==> src/rtl/ofs_trim_pkg.sv <==
package ofs_trim_pkg;

  typedef enum logic [2:0] {
    ST_IDLE,
    ST_SETTLE,
    ST_CONV,
    ST_EVAL,
    ST_STEP,
    ST_NEXT,
    ST_FINISH
  } cal_state_e;

  typedef enum logic [1:0] {
    MSB_MIXED,
    MSB_ONES,
    MSB_ZEROS
  } msb_class_e;

  function automatic msb_class_e classify(input logic all_ones, input logic all_zeros);
    if (all_ones)       return MSB_ONES;
    else if (all_zeros) return MSB_ZEROS;
    else                return MSB_MIXED;
  endfunction

endpackage

==> src/rtl/ofs_settle_timer.sv <==
module ofs_settle_timer #(
  parameter int unsigned CYCLES = 131250
) (
  input  logic clk,
  input  logic rst,
  input  logic load_i,
  output logic fire_o
);
  localparam int CW = (CYCLES < 2) ? 1 : $clog2(CYCLES + 1);
  localparam logic [CW-1:0] LOAD_VAL = CW'(CYCLES - 1);

  logic [CW-1:0] cnt_q;
  logic          run_q;
  logic          fire_q;

  always_ff @(posedge clk) begin
    if (rst) begin
      cnt_q  <= '0;
      run_q  <= 1'b0;
      fire_q <= 1'b0;
    end else begin
      fire_q <= 1'b0;
      if (load_i) begin
        cnt_q <= LOAD_VAL;
        run_q <= 1'b1;
      end else if (run_q) begin
        if (cnt_q == '0) begin
          run_q  <= 1'b0;
          fire_q <= 1'b1;
        end else begin
          cnt_q <= cnt_q - 1'b1;
        end
      end
    end
  end

  assign fire_o = fire_q;

  // the expiry strobe is a single-cycle pulse
  p_fire_single_r3: assert property (@(posedge clk) disable iff (rst)
    fire_q |=> !fire_q);

endmodule

==> src/rtl/ofs_adc_port.sv <==
module ofs_adc_port #(
  parameter int RES_W = 10
) (
  input  logic             clk,
  input  logic             rst,
  input  logic             req_i,
  input  logic             adc_done_i,
  input  logic [RES_W-1:0] adc_data_i,
  output logic             adc_start_o,
  output logic [RES_W-1:0] res_o,
  output logic             res_valid_o
);
  logic             start_q;
  logic             pend_q;
  logic             valid_q;
  logic [RES_W-1:0] res_q;

  always_ff @(posedge clk) begin
    if (rst) begin
      start_q <= 1'b0;
      pend_q  <= 1'b0;
      valid_q <= 1'b0;
      res_q   <= '0;
    end else begin
      start_q <= 1'b0;
      valid_q <= 1'b0;
      if (req_i) begin
        start_q <= 1'b1;
        pend_q  <= 1'b1;
      end else if (pend_q && adc_done_i) begin
        res_q   <= adc_data_i;
        valid_q <= 1'b1;
        pend_q  <= 1'b0;
      end
    end
  end

  assign adc_start_o = start_q;
  assign res_o       = res_q;
  assign res_valid_o = valid_q;

  // no new request while a conversion is outstanding
  p_req_idle_r4: assert property (@(posedge clk) disable iff (rst)
    req_i |-> !pend_q);

  // a captured result always follows a done strobe
  p_valid_after_done_r4: assert property (@(posedge clk) disable iff (rst)
    valid_q |-> $past(adc_done_i));

endmodule

==> src/rtl/ofs_trim_seq.sv <==
module ofs_trim_seq
  import ofs_trim_pkg::*;
#(
  parameter int MAG_W = 6,
  parameter int TOP_W = 3
) (
  input  logic             clk,
  input  logic             rst,
  input  logic             start_i,
  input  logic             settle_fire_i,
  input  logic             res_valid_i,
  input  logic [TOP_W-1:0] res_top_i,
  output logic             settle_load_o,
  output logic             conv_req_o,
  output logic [MAG_W:0]   trim_neg_o,
  output logic [MAG_W:0]   trim_pos_o,
  output logic             cal_neg_o,
  output logic             cal_pos_o,
  output logic             trim_en_o,
  output logic             busy_o,
  output logic             done_o
);
  localparam int SW = $clog2(MAG_W + 1);
  localparam logic [MAG_W:0] NO_TRIM = {1'b1, {MAG_W{1'b0}}};
  localparam logic [SW-1:0]  LAST_STEP = SW'(MAG_W);

  cal_state_e     state_q;
  logic           pass_pos_q;
  logic           first_q;
  logic [SW-1:0]  step_q;
  logic [MAG_W:0] trim_neg_q, trim_pos_q;
  logic           settle_load_q, conv_req_q;
  logic           cal_neg_q, cal_pos_q, trim_en_q, busy_q, done_q;

  msb_class_e     cls;
  logic [MAG_W:0] act_trim, act_next;
  logic           act_we;
  logic [MAG_W-1:0] step_mask;
  logic           keep_going;

  assign cls      = classify(&res_top_i, ~|res_top_i);
  assign act_trim = pass_pos_q ? trim_pos_q : trim_neg_q;

  // one-hot mask of the magnitude bit addressed by the step counter, MSB first
  always_comb begin
    step_mask = '0;
    for (int i = 0; i < MAG_W; i++) begin
      if (step_q == SW'(i)) step_mask[MAG_W-1-i] = 1'b1;
    end
  end

  assign keep_going = (cls == MSB_ONES  &&  act_trim[MAG_W]) ||
                      (cls == MSB_ZEROS && !act_trim[MAG_W]);

  always_comb begin
    act_next = act_trim;
    act_we   = 1'b0;
    if (state_q == ST_EVAL && first_q && cls != MSB_MIXED) begin
      act_next = {cls != MSB_ZEROS, pass_pos_q ? {MAG_W{1'b1}} : {MAG_W{1'b0}}};
      act_we   = 1'b1;
    end else if (state_q == ST_STEP && step_q != LAST_STEP) begin
      act_next = pass_pos_q ? (act_trim & ~{1'b0, step_mask})
                            : (act_trim |  {1'b0, step_mask});
      act_we   = 1'b1;
    end
  end

  always_ff @(posedge clk) begin
    if (rst) begin
      state_q       <= ST_IDLE;
      pass_pos_q    <= 1'b0;
      first_q       <= 1'b0;
      step_q        <= '0;
      trim_neg_q    <= NO_TRIM;
      trim_pos_q    <= NO_TRIM;
      settle_load_q <= 1'b0;
      conv_req_q    <= 1'b0;
      cal_neg_q     <= 1'b0;
      cal_pos_q     <= 1'b0;
      trim_en_q     <= 1'b0;
      busy_q        <= 1'b0;
      done_q        <= 1'b0;
    end else begin
      settle_load_q <= 1'b0;
      conv_req_q    <= 1'b0;
      done_q        <= 1'b0;

      if (act_we) begin
        if (pass_pos_q) trim_pos_q <= act_next;
        else            trim_neg_q <= act_next;
      end

      case (state_q)
        ST_IDLE: begin
          if (start_i) begin
            trim_neg_q    <= NO_TRIM;
            pass_pos_q    <= 1'b0;
            first_q       <= 1'b1;
            step_q        <= '0;
            settle_load_q <= 1'b1;
            cal_neg_q     <= 1'b1;
            trim_en_q     <= 1'b1;
            busy_q        <= 1'b1;
            state_q       <= ST_SETTLE;
          end
        end
        ST_SETTLE: begin
          if (settle_fire_i) begin
            conv_req_q <= 1'b1;
            state_q    <= ST_CONV;
          end
        end
        ST_CONV: begin
          if (res_valid_i) state_q <= ST_EVAL;
        end
        ST_EVAL: begin
          if (cls == MSB_MIXED) begin
            state_q <= ST_FINISH;
          end else if (first_q) begin
            first_q <= 1'b0;
            step_q  <= '0;
            state_q <= ST_STEP;
          end else if (keep_going) begin
            step_q  <= step_q + 1'b1;
            state_q <= ST_STEP;
          end else begin
            state_q <= ST_NEXT;
          end
        end
        ST_STEP: begin
          if (step_q == LAST_STEP) begin
            state_q <= ST_NEXT;
          end else begin
            settle_load_q <= 1'b1;
            state_q       <= ST_SETTLE;
          end
        end
        ST_NEXT: begin
          if (!pass_pos_q) begin
            pass_pos_q    <= 1'b1;
            trim_pos_q    <= NO_TRIM;
            first_q       <= 1'b1;
            step_q        <= '0;
            cal_neg_q     <= 1'b0;
            cal_pos_q     <= 1'b1;
            settle_load_q <= 1'b1;
            state_q       <= ST_SETTLE;
          end else begin
            state_q <= ST_FINISH;
          end
        end
        ST_FINISH: begin
          cal_neg_q <= 1'b0;
          cal_pos_q <= 1'b0;
          trim_en_q <= 1'b0;
          busy_q    <= 1'b0;
          done_q    <= 1'b1;
          state_q   <= ST_IDLE;
        end
        default: state_q <= ST_IDLE;
      endcase
    end
  end

  assign settle_load_o = settle_load_q;
  assign conv_req_o    = conv_req_q;
  assign trim_neg_o    = trim_neg_q;
  assign trim_pos_o    = trim_pos_q;
  assign cal_neg_o     = cal_neg_q;
  assign cal_pos_o     = cal_pos_q;
  assign trim_en_o     = trim_en_q;
  assign busy_o        = busy_q;
  assign done_o        = done_q;

  // the negative pass only ever sets magnitude bits
  p_neg_mag_grow_r6: assert property (@(posedge clk) disable iff (rst)
    (cal_neg_q && $past(cal_neg_q)) |->
      ((~trim_neg_q[MAG_W-1:0] & $past(trim_neg_q[MAG_W-1:0])) == '0));

  // after the preset, the positive pass only ever clears magnitude bits
  p_pos_mag_shrink_r7: assert property (@(posedge clk) disable iff (rst)
    (cal_pos_q && $past(cal_pos_q) && !$past(first_q)) |->
      ((trim_pos_q[MAG_W-1:0] & ~$past(trim_pos_q[MAG_W-1:0])) == '0));

  // at most one pass flag at a time
  p_cal_excl_r9: assert property (@(posedge clk) disable iff (rst)
    $onehot0({cal_neg_q, cal_pos_q}));

  // busy holds until the finishing state
  p_busy_hold_r10: assert property (@(posedge clk) disable iff (rst)
    (busy_q && state_q != ST_FINISH) |=> busy_q);

  // done is a lone pulse seen with the run flags already cleared
  p_done_pulse_r10: assert property (@(posedge clk) disable iff (rst)
    done_q |=> !done_q);
  p_done_idle_r10: assert property (@(posedge clk) disable iff (rst)
    done_q |-> (!busy_q && !trim_en_q && !cal_neg_q && !cal_pos_q));

endmodule

==> src/rtl/ofs_trim_cal.sv <==
module ofs_trim_cal #(
  parameter int          MAG_W      = 6,
  parameter int          RES_W      = 10,
  parameter int          TOP_W      = 3,
  parameter int unsigned SETTLE_CYC = 131250
) (
  input  logic             clk,
  input  logic             rst,
  input  logic             start_i,
  output logic             adc_start_o,
  input  logic             adc_done_i,
  input  logic [RES_W-1:0] adc_data_i,
  output logic [MAG_W:0]   trim_neg_o,
  output logic [MAG_W:0]   trim_pos_o,
  output logic             cal_neg_o,
  output logic             cal_pos_o,
  output logic             trim_en_o,
  output logic             busy_o,
  output logic             done_o
);
  logic             settle_load, settle_fire;
  logic             conv_req, res_valid;
  logic [RES_W-1:0] res_word;

  ofs_settle_timer #(.CYCLES(SETTLE_CYC)) u_timer (
    .clk    (clk),
    .rst    (rst),
    .load_i (settle_load),
    .fire_o (settle_fire)
  );

  ofs_adc_port #(.RES_W(RES_W)) u_adc (
    .clk         (clk),
    .rst         (rst),
    .req_i       (conv_req),
    .adc_done_i  (adc_done_i),
    .adc_data_i  (adc_data_i),
    .adc_start_o (adc_start_o),
    .res_o       (res_word),
    .res_valid_o (res_valid)
  );

  ofs_trim_seq #(.MAG_W(MAG_W), .TOP_W(TOP_W)) u_seq (
    .clk           (clk),
    .rst           (rst),
    .start_i       (start_i),
    .settle_fire_i (settle_fire),
    .res_valid_i   (res_valid),
    .res_top_i     (res_word[RES_W-1 -: TOP_W]),
    .settle_load_o (settle_load),
    .conv_req_o    (conv_req),
    .trim_neg_o    (trim_neg_o),
    .trim_pos_o    (trim_pos_o),
    .cal_neg_o     (cal_neg_o),
    .cal_pos_o     (cal_pos_o),
    .trim_en_o     (trim_en_o),
    .busy_o        (busy_o),
    .done_o        (done_o)
  );

  // right after reset the engine is idle with both codes at no-trim
  p_reset_state_r1: assert property (@(posedge clk)
    $past(rst) |-> (!busy_o && !adc_start_o && trim_neg_o == {1'b1, {MAG_W{1'b0}}}
                    && trim_pos_o == {1'b1, {MAG_W{1'b0}}}));

endmodule

==> config.mk <==
export PLATFORM = sky130hd
export DESIGN_NAME = ofs_trim_cal
export DESIGN_NICKNAME = d
export VERILOG_FILES = /design/src/rtl/ofs_trim_pkg.sv /design/src/rtl/ofs_settle_timer.sv /design/src/rtl/ofs_adc_port.sv /design/src/rtl/ofs_trim_seq.sv /design/src/rtl/ofs_trim_cal.sv
export SDC_FILE = /design/constraint.sdc
export NUM_CORES = 1
export LEC_CHECK = 0
export CAP_MARGIN = 10
export CORE_MARGIN = 10
export CORE_UTILIZATION = 40
export CTS_CLUSTER_SIZE = 14
export DETAILED_ROUTE_END_ITERATION = 8
export DONT_BUFFER_PORTS = 1
export PLACE_DENSITY = 0.58
export SYNTH_ARGS = -nofsm -noshare
export SYNTH_HDL_FRONTEND = slang
export SYNTH_SLANG_ARGS = --single-unit
==> constraint.sdc <==
create_clock -name clk -period 3.8 [get_ports clk]
set_input_delay 0.57 -clock clk [delete_from_list [all_inputs] [get_ports clk]]
set_output_delay 0.57 -clock clk [all_outputs]
set_load 0.05 [all_outputs]
After elaboration in Yosys (flattened, before gate mapping)

Cells that the tools add are included.

Flip-flop bits (word level): 61
Output and inout port bits: 20

Muxes and demuxes: 65
Eq/ne operators: 23
Add/subtract/negate cells: 2
Bitwise gates (word level): 7
Reduce and logical (&&, ||, !) cells: 36

Operators by type and width:

| kind                                                                 | count |
|---|---|
| 7-bit two-way mux                                                    | 12 |
| 18-bit two-way mux                                                   | 3 |
| 3-bit two-way mux                                                    | 12 |
| 1-bit two-way mux                                                    | 27 |
| 3-bit == test, second input constant                                 | 6 |
| 18-bit logical NOT                                                   | 1 |
| 3-bit case mux with 6 select lines                                   | 1 |
| 18-bit by 1-bit subtractor with 18-bit output, second input constant | 1 |
| 3-bit by 2-bit == test with 1-bit output, second input constant      | 4 |
| 2-bit inequality test, second input constant                         | 6 |
| 2-bit AND reduction                                                  | 6 |
| 2-bit nonzero test                                                   | 6 |
| 1-bit case mux with 3 select lines                                   | 3 |
| 3-bit case mux with 3 select lines                                   | 1 |
| 3-bit AND reduction                                                  | 3 |
| 7-bit bitwise AND                                                    | 1 |
| 6-bit NOT with 7-bit output                                          | 1 |
| 7-bit by 6-bit OR with 7-bit output                                  | 1 |
| 3-bit by 1-bit == test with 1-bit output, second input constant      | 2 |
| 1-bit logical AND                                                    | 6 |
| 3-bit logical NOT                                                    | 2 |
| 6-bit two-way mux                                                    | 1 |
| 1-bit case mux with 2 select lines                                   | 3 |
| 3-bit nonzero test                                                   | 2 |
| other kinds (15)                                                     | 22 |

Longest topological paths before layout

Gate-level depths: netlist of run 1.

Word-level depth: 11
Gate-level depth with buffers: 8

Hierarchy

From an unflattened synthesis of run 1, not the netlist that was laid out.

Cell total of the unflattened synthesis: 345
Area total of the unflattened synthesis: 3016.6 µm²

By module, submodules not included:

| module           | times used | cells each | area an instance (µm²) | seq. area each (µm²) |
|---|---|---|---|---|
| ofs_trim_seq     | 1          | 165        | 1406.3                 | 560.5 |
| ofs_settle_timer | 1          | 128        | 1072.3                 | 400.4 |
| ofs_adc_port     | 1          | 52         | 538.0                  | 260.2 |

Worst setup path after synthesis of run 1

No wires, ideal clock.

Kind: register to register
Start point: register u_timer.cnt_q[6]
End point: register u_timer.cnt_q[12]
Arrival: 1645 ps
Data required time: 3672 ps
Path slack: 2027 ps
Clock period less this slack: 1773 ps
Library setup time: 128 ps
Stages on the path, launching flop included: 6
Buffers on the path: 0
Cells stage by stage: dfxtp_1 or3_4 or4_4 nor4b_4 xnor2_1 nor2_1

Word-level cells in the longest chain between the ends: 3
Elaborated cells between the ends (all ways): 4
Classes of those cells: 1 x add/sub; 1 x bitwise; 2 x reduce/logical

Ends and longest elaborated chain:

| what                                                                                                  | RTL line               | text |
|---|---|---|
| start: declaration                                                                                    | ofs_settle_timer.sv:12 | `logic [CW-1:0] cnt_q;` |
| start signal: assignment                                                                              | ofs_settle_timer.sv:31 | `cnt_q <= cnt_q - 1'b1;` |
| parallel branches: the longest is 3 deep, another holds 18-bit by 1-bit subtractor with 18-bit output | n/a                    |  |

Parallel ways; which one is timed is not known.
A chain may end at the register's enable or synchronous reset.

Worst setup path after layout of run 1

Start point: register u_timer.cnt_q[0]
End point: register u_timer.cnt_q[7]

Word-level cells in the longest chain between the ends: 4
Elaborated cells between the ends (all ways): 7
Classes of those cells: 1 x add/sub; 1 x eq/ne; 3 x mux; 2 x reduce/logical

Ends and longest elaborated chain:

| what                                          | RTL line               | text |
|---|---|---|
| 18-bit by 1-bit subtractor with 18-bit output | ofs_settle_timer.sv:31 |  |
| 18-bit two-way mux                            | ofs_settle_timer.sv:27 | `if (cnt_q == '0) begin` |
| 18-bit two-way mux                            | ofs_settle_timer.sv:26 | `end else if (run_q) begin` |
| 18-bit two-way mux                            | ofs_settle_timer.sv:23 | `if (load_i) begin` |

Parallel ways exist; a longest one is shown, timed or not. The select of a mux whose other input is x is not followed.

==> impl_metrics.toml, run 1 <==
[cts]
cts.sinks = 54
clock_latency_ns = 0.30
htreeDepth = 2
cts_buffer_depth = 2
cts_hold_buf = 0
clkSlewWorstSetupHoldPaths_ns = 0.10
cts_resized = 0
post-cts-setup-buffer-count = 0
cts_tree = "yes"
numCtsBuffers = 5
clockRootBuffer = "clkbuf_8"

[synthesis]
synth_seq_cells = 54
yosysWarnings = 0
synth.distinct_cells = 48
yosysTopAreaCell = "dfxtp_1"
ys.flop_type = "dfxtp_1"
synthCells = 301
ys_seq_area_frac = 0.4244
yosys-top-cells-area = "dfxtp_1 (42%), nor2_1 (6.3%), a21oi_1 (5.9%)"
synth-edff-count = 0
synth_most_common_cell = "dfxtp_1"
netlist_top_cells_count = "dfxtp_1 (54), nor2_1 (43), a21oi_1 (30)"
async_flop_share = 0
syn_area_per_cell_um2 = 8.463
synth.cell_area_um2 = 2547
synth_nets = 322
synth.top_cell.area_share = 0.4244

[finish]
design_area_um2 = 2694
fill_cells = 637
area_growth_pct = 5.746
drive_gt1_frac = 0.07770
n_antenna_cell = 0
final_nets = 316
finish.utilization = 0.4291

[detailed_routing]
detailroute.via_count = 2016
drt-wirelength-per-cell_um = 14.32
vias_per_cell = 5.405
postRouteAntennaNets = 0
routed_wl_um = 5343
drtIter0Drc = 134
drt_pass1_iterations = 4
drc = 0

[pwr]
p_int_uw = 844.8
power_frac_clock = 0.328
power_density_nw_per_um2 = 430.5
ir_worst_vdd_uv = 205.5
p_sw_uw = 314.8
switching_share = 0.2715
leakage_nw = 0.9443
p_comb_frac = 0.133
seqPwrFrac = 0.539

[global_route]
first_global_vias = 1894
grt_max_degree = 27
grt_use_total = 0.1087
overflow = 0
grt_pass1_wl_um = 9121
antenna_found_initial = 0

[die]
die_area_um2 = 9961
design.core.area_um2 = 6277
initial_utilization = 0.4058
io_pins = 34
die-height_um = 99.81
fp.dieW_um = 99.81
rows = 29

[sta]
rsz0062_at_grt = "no"
timing.fmax_mhz = 498.2
skew_ns = 0.01093
tightest_slew_ns = 1.012
drv_slew = 0
finalHoldViolCount = 0
setup-tns-final_ns = 0
finalCritPeriodShare = 0.5283
maxSlewHeadroom = 0.3242
setup_viol = 0
fin_crit_ns = 2.007

[worst_setup_path]
crit_chain = "inv_1 -> ha_1 -> nor3b_1 -> and3_1 -> or4_2 -> a31oi_1"
max_stage_delay_ns = 0.66
worstSetupStartpointType = "register"
cp_slowest_cell = "or4_2"
critPathKind = "register to register"
cp-end-kind = "register"
worstPathMaxFanout = 11
required_ns = 4.04
r2r-start = "u_timer.cnt_q[0]"
arrival_ns = 2.24
reg2reg_slack_ns = 1.79
timing.rr.end = "u_timer.cnt_q[7]"
reg2regPathDepth = 6

[min_path]
whs_path_depth = 1
hp-start = "rst"
min_path_type = "input pin to register"
hold_path_end = "u_timer.cnt_q[7]"

[place]
gp_congestion = 0.8299
dp_hpwl_um = 3903
io_buffers = 0
place_area_um2 = 2584

[run_status]
status = "completed"

[job]
maxCapViolCount = 0
## stage by stage
step	cells	hold WS (ns)	setup WS, ns	power (mW)
floorplan	301	0.4420	2.027	0.7764
global placement	365	0.4680	1.814	0.7922
detailed placement	365	0.4746	1.804	0.7925
CTS	373	0.3121	1.782	1.178
global route	373	0.3041	1.575	1.226
finish	373	0.3276	1.793	1.160
## power groups by stage
stage	Clock, mW	Sequential (mW)	Combinational [mW]
2_1_floorplan	0	0.624	0.152
3_3_place_gp	0	0.638	0.154
3_5_place_dp	0	0.638	0.154
4_1_cts	0.398	0.625	0.156
5_1_grt	0.420	0.630	0.175
6_report	0.381	0.625	0.154
## layout by cell type (no fill, tap or decap), drive strengths merged, types with 2 or more instances in the layout
cell / Yosys / routed
a2bb2oi: 3 / 3
nor2: 43 / 43
a211oi: 4 / 4
nand2b: 4 / 4
xnor2: 10 / 10
a31oi: 6 / 6
or4: 4 / 4
nor3: 10 / 10
o22ai: 3 / 3
nand3: 10 / 10
o21ai: 15 / 15
clkbuf: 10 / 6
and3: 3 / 3
nor4: 11 / 11
inv: 15 / 15
or3: 6 / 6
mux2i: 7 / 7
or3b: 2 / 2
ha: 7 / 7
a21oi: 30 / 30
nor3b: 3 / 3
nand2: 20 / 20
dfxtp: 54 / 54
nor2b: 3 / 3
or2: 3 / 3
## state kept, by name (all words and copies together) (netlist names), 3 cells and up
register and flops:
u_timer.cnt_q 18, u_seq.trim_neg_o 7, u_seq.trim_pos_o 7, u_adc.res_o 3, u_seq.state_q 3, u_seq.step_q 3
## worst max-delay path, delay by kind of cell (launching register included)
family	cells	cell delay [ns]
AO/OA/AOI/OAI	1	0.16
adder cells (fa/ha/maj)	1	0.22
buffers and inverters	1	0.08
flip-flops	1	0.35
AND/OR/NAND/NOR	3	1.13
## per-layer routing
layer  vias to the layer above  track usage  wire (um)
li1                       1052            -          -
met1                       931       0.1461       2699
met2                        31       0.1568       2248
met3                         2      0.03846        356
met4                         0      0.03749         38
met5                         -            0          0
## area by class of cell
| class | count | area (um^2) | share of cell area |
|---|---|---|---|
| multi-input cells | 219 | 1350 | 0.5012 |
| flip-flops and latches | 54 | 1081 | 0.4013 |
| well taps | 77 | 96.34 | 0.03576 |
| clock buffers | 6 | 72.57 | 0.02694 |
| inverters | 15 | 56.30 | 0.02090 |
| clock inverters | 2 | 37.54 | 0.01393 |
## logic make-up (layout without fill, tap and decap cells)
family / Yosys count / in the layout / share of synthesized area
simple gates: 128 / 128 / 0.2805
xor+xnor: 11 / 11 / 0.03782
compound gates: 65 / 65 / 0.1454
mux: 8 / 8 / 0.03193
buf+inv: 28 / 23 / 0.04568
fa+ha+maj: 7 / 7 / 0.03438
flops: 54 / 54 / 0.4244
## how the worst max path moves through the flow
stage / startpoint / to
after floorplan: u_timer.cnt_q[6] / u_timer.cnt_q[12]
after global placement: u_timer.cnt_q[0] / u_timer.cnt_q[7]
after detailed placement: u_timer.cnt_q[0] / u_timer.cnt_q[7]
after CTS: u_timer.cnt_q[0] / u_timer.cnt_q[7]
after global routing: u_seq.state_q[1] / u_seq.trim_pos_o[5]
final: u_timer.cnt_q[0] / u_timer.cnt_q[7]
No activity file was read; power rests on OpenSTA's default activity.
==> run 2, diff against run 1 <==
--- a/config.mk
+++ b/config.mk
@@ -5,13 +5,14 @@
 export SDC_FILE = /design/constraint.sdc
 export NUM_CORES = 1
 export LEC_CHECK = 0
+export ABC_AREA = 1
 export CAP_MARGIN = 10
 export CORE_MARGIN = 10
 export CORE_UTILIZATION = 40
 export CTS_CLUSTER_SIZE = 14
 export DETAILED_ROUTE_END_ITERATION = 8
 export DONT_BUFFER_PORTS = 1
-export PLACE_DENSITY = 0.58
+export PLACE_DENSITY = 0.6
 export SYNTH_ARGS = -nofsm -noshare
 export SYNTH_HDL_FRONTEND = slang
 export SYNTH_SLANG_ARGS = --single-unit
==> constraint.sdc (replaced) <==
create_clock -name clk -period 1.64 [get_ports clk]
set_input_delay 0.246 -clock clk [delete_from_list [all_inputs] [get_ports clk]]
set_output_delay 0.246 -clock clk [all_outputs]
set_load 0.05 [all_outputs]
==> run 2 against run 1 <==
Final area up 20%. Combinational power rose to 19 times the previous value. Routed wire length up 21%. Sequential cell count unchanged. Die area up 9.0%. Sequential share of layout area down 6.6 points. Non-clock buffer count up 26. Clock skew down 0.00067 ns. Fmax up 25%.
==> impl_metrics.toml, run 2 <==
[run_status]
status = "completed"

[finish]
fill_cells = 736
final_common_cell = "nand2_1"
largest_reg_flops = 18
final_nets = 454
drive_gt1_frac = 0.1659
final_cell_count_no_fill = 530
multi_input_area_um2 = 1496
design_area_um2 = 3231
n_antenna_cell = 0
final_cell_mix = "nand2_1 (82), inv_1 (55), dfxtp_1 (52), nor2_1 (48), a21oi_1 (36)"
area_growth_pct = 13.95
regMostFlops = "u_timer.cnt_q"
regArea_um2 = 1084

[synthesis]
ys_seq_area_frac = 0.3813
synthCells = 406
async_flop_share = 0
synth.area.mux_share = 0
synth_top_family_by_area = "simple AND/OR/NAND/NOR gates"
synth-edff-count = 0
synth.cell_area_um2 = 2835
synth_most_common_cell = "nand2_1"
ys.flop_type = "dfxtp_1"
yosysWarnings = 0
netlist_top_cells_count = "nand2_1 (83), inv_1 (55), dfxtp_1 (54)"
yosys-top-cells-area = "dfxtp_1 (38%), nand2_1 (11%), inv_1 (7.3%)"
yosysTopAreaCell = "dfxtp_1"
synth.top_cell.area_share = 0.3813
synth.distinct_cells = 36
synth_nets = 427
syn_area_per_cell_um2 = 6.983
synth_compound_area_frac = 0.1324
yosys.area_share.simple = 0.3407
synth_seq_cells = 54
synth_fa_ha_area_frac = 0.03089
synthXorXnorAreaFrac = 0.01853

[die]
die_area_um2 = 10860
initial_utilization = 0.4150
fp.dieW_um = 104.2
io_pins = 34
rows = 30
die-height_um = 104.2
design.core.area_um2 = 6832

[detailed_routing]
drc = 0
routed_wl_um = 6442
drtIter0Drc = 142
drt_pass1_iterations = 5
drt-wirelength-per-cell_um = 12.15
vias_per_cell = 4.825
postRouteAntennaNets = 0
detailroute.via_count = 2557

[worst_setup_path]
critPathMostFrequentCell = "nor2_1"
crit_chain = "inv_1 -> ha_1 -> nand3_1 -> nor2_2 -> a21oi_4 -> buf_4 -> nor2_1 -> a21oi_1 -> nor2_1"
worstSetupStartpointType = "register"
required_ns = 1.82
crit_buf_inv = 2
max_stage_delay_ns = 0.35
cp_slowest_cell = "dfxtp_1"
worstPathMaxFanout = 7
critPathKind = "register to register"
arrival_ns = 1.78
cpLargestDelayFamily = "compound AO/OA/AOI/OAI gates"
cp-end-kind = "register"

[cts]
clockRootBuffer = "clkbuf_8"
cts_tree = "yes"
clkSlewWorstSetupHoldPaths_ns = 0.10
numCtsBuffers = 5
cts_buffer_depth = 2
clock_latency_ns = 0.31
cts.sinks = 54
htreeDepth = 2

[pwr]
p_sw_mw = 2.575
power_density_nw_per_um2 = 1729
p_comb_frac = 0.527
power_frac_clock = 0.140
switching_share = 0.4609
seqPwrFrac = 0.333
leakage_nw = 1.397
p_int_mw = 3.012
ir_worst_vdd_uv = 868.0

[global_route]
overflow = 0
grt_max_degree = 18
antenna_found_initial = 0
grt_use_total = 0.1166
grt_pass1_wl_um = 10780
first_global_vias = 2285

[place]
io_buffers = 0
gp_congestion = 0.8107
place_area_um2 = 3063
dp_slack_ns = 0.05516
dp_cells = 515
dp_hpwl_um = 4837

[sta]
whs_ns = 0.03681
skew_ns = 0.01026
timing.fmax_mhz = 622.5
setup_viol = 0
fin_crit_ns = 1.606
drv_slew = 0
rsz0062_at_grt = "yes"
setup_ws_ns = 0.03366
finalHoldViolCount = 0
finalCritPeriodShare = 0.9795
maxSlewHeadroom = 0.6004
tightest_slew_ns = 0.5975

[job]
maxCapViolCount = 0

[min_path]
min_path_type = "input pin to register"
[run 2: kinds of logic after synthesis]
logic type,count (synthesis)
AO/OA/AOI/OAI,66
XOR/XNOR,6
adder cells (fa/ha/maj),7
buffers and inverters,68
flip-flops,54
AND/OR/NAND/NOR,205
[run 2: layout make-up]
class / instances / share of cell area
Clock buffer: 7 / 0.02672
Clock inverter: 1 / 0.001549
Inverter: 62 / 0.07359
Multi-Input combinational cell: 284 / 0.4632
Sequential cell: 54 / 0.3354
Tap cell: 96 / 0.03718
Timing Repair Buffer: 26 / 0.06235
[run 2: layer usage]
metal / global-route usage / part of all wire / up-vias
met2: 0.1676 / 0.42 / 44
met4: 0.03082 / 0.0095 / 0
met3: 0.04089 / 0.068 / 5
met1: 0.1600 / 0.50 / 1152
li1: - / - / 1356
met5: 0 / 0 / -
[run 2: stage by stage]
stage	total power, mW	util	setup TNS, ns
4_1_cts	5.465	0.4632	0
6_report	5.587	0.4729	0
3_3_place_gp	4.625	0.4484	0
3_5_place_dp	4.660	0.4484	0
5_1_grt	6.113	0.4729	-0.1592
2_1_floorplan	4.057	-	0
[run 2: final timing paths]
path,slack [ns],from,endpoint,depth (start not counted)
max,0.03,u_timer.cnt_q[1],u_timer.cnt_q[5],9
min,0.04,rst,u_seq.pass_pos_q,1
max reg2reg,0.03,u_timer.cnt_q[1],u_timer.cnt_q[5],9
min reg2reg,0.46,u_timer.fire_o,u_seq.conv_req_o,2
[run 2: power by group through the flow]
stage	registers (mW)	logic [mW]	clock network, mW
final	1.86	2.94	0.780
after global routing	1.90	3.35	0.860
after CTS	1.84	2.82	0.808
after detailed placement	1.86	2.80	0
after global placement	1.86	2.76	0
after floorplan	1.86	2.19	0
[run 2: timing repair]
item,in CTS,in global routing
endpoints found under the hold margin,17,0
setup buffers,0,6
hold buffers,1,0
endpoints found under the setup margin,0,15
resized for setup,0,8
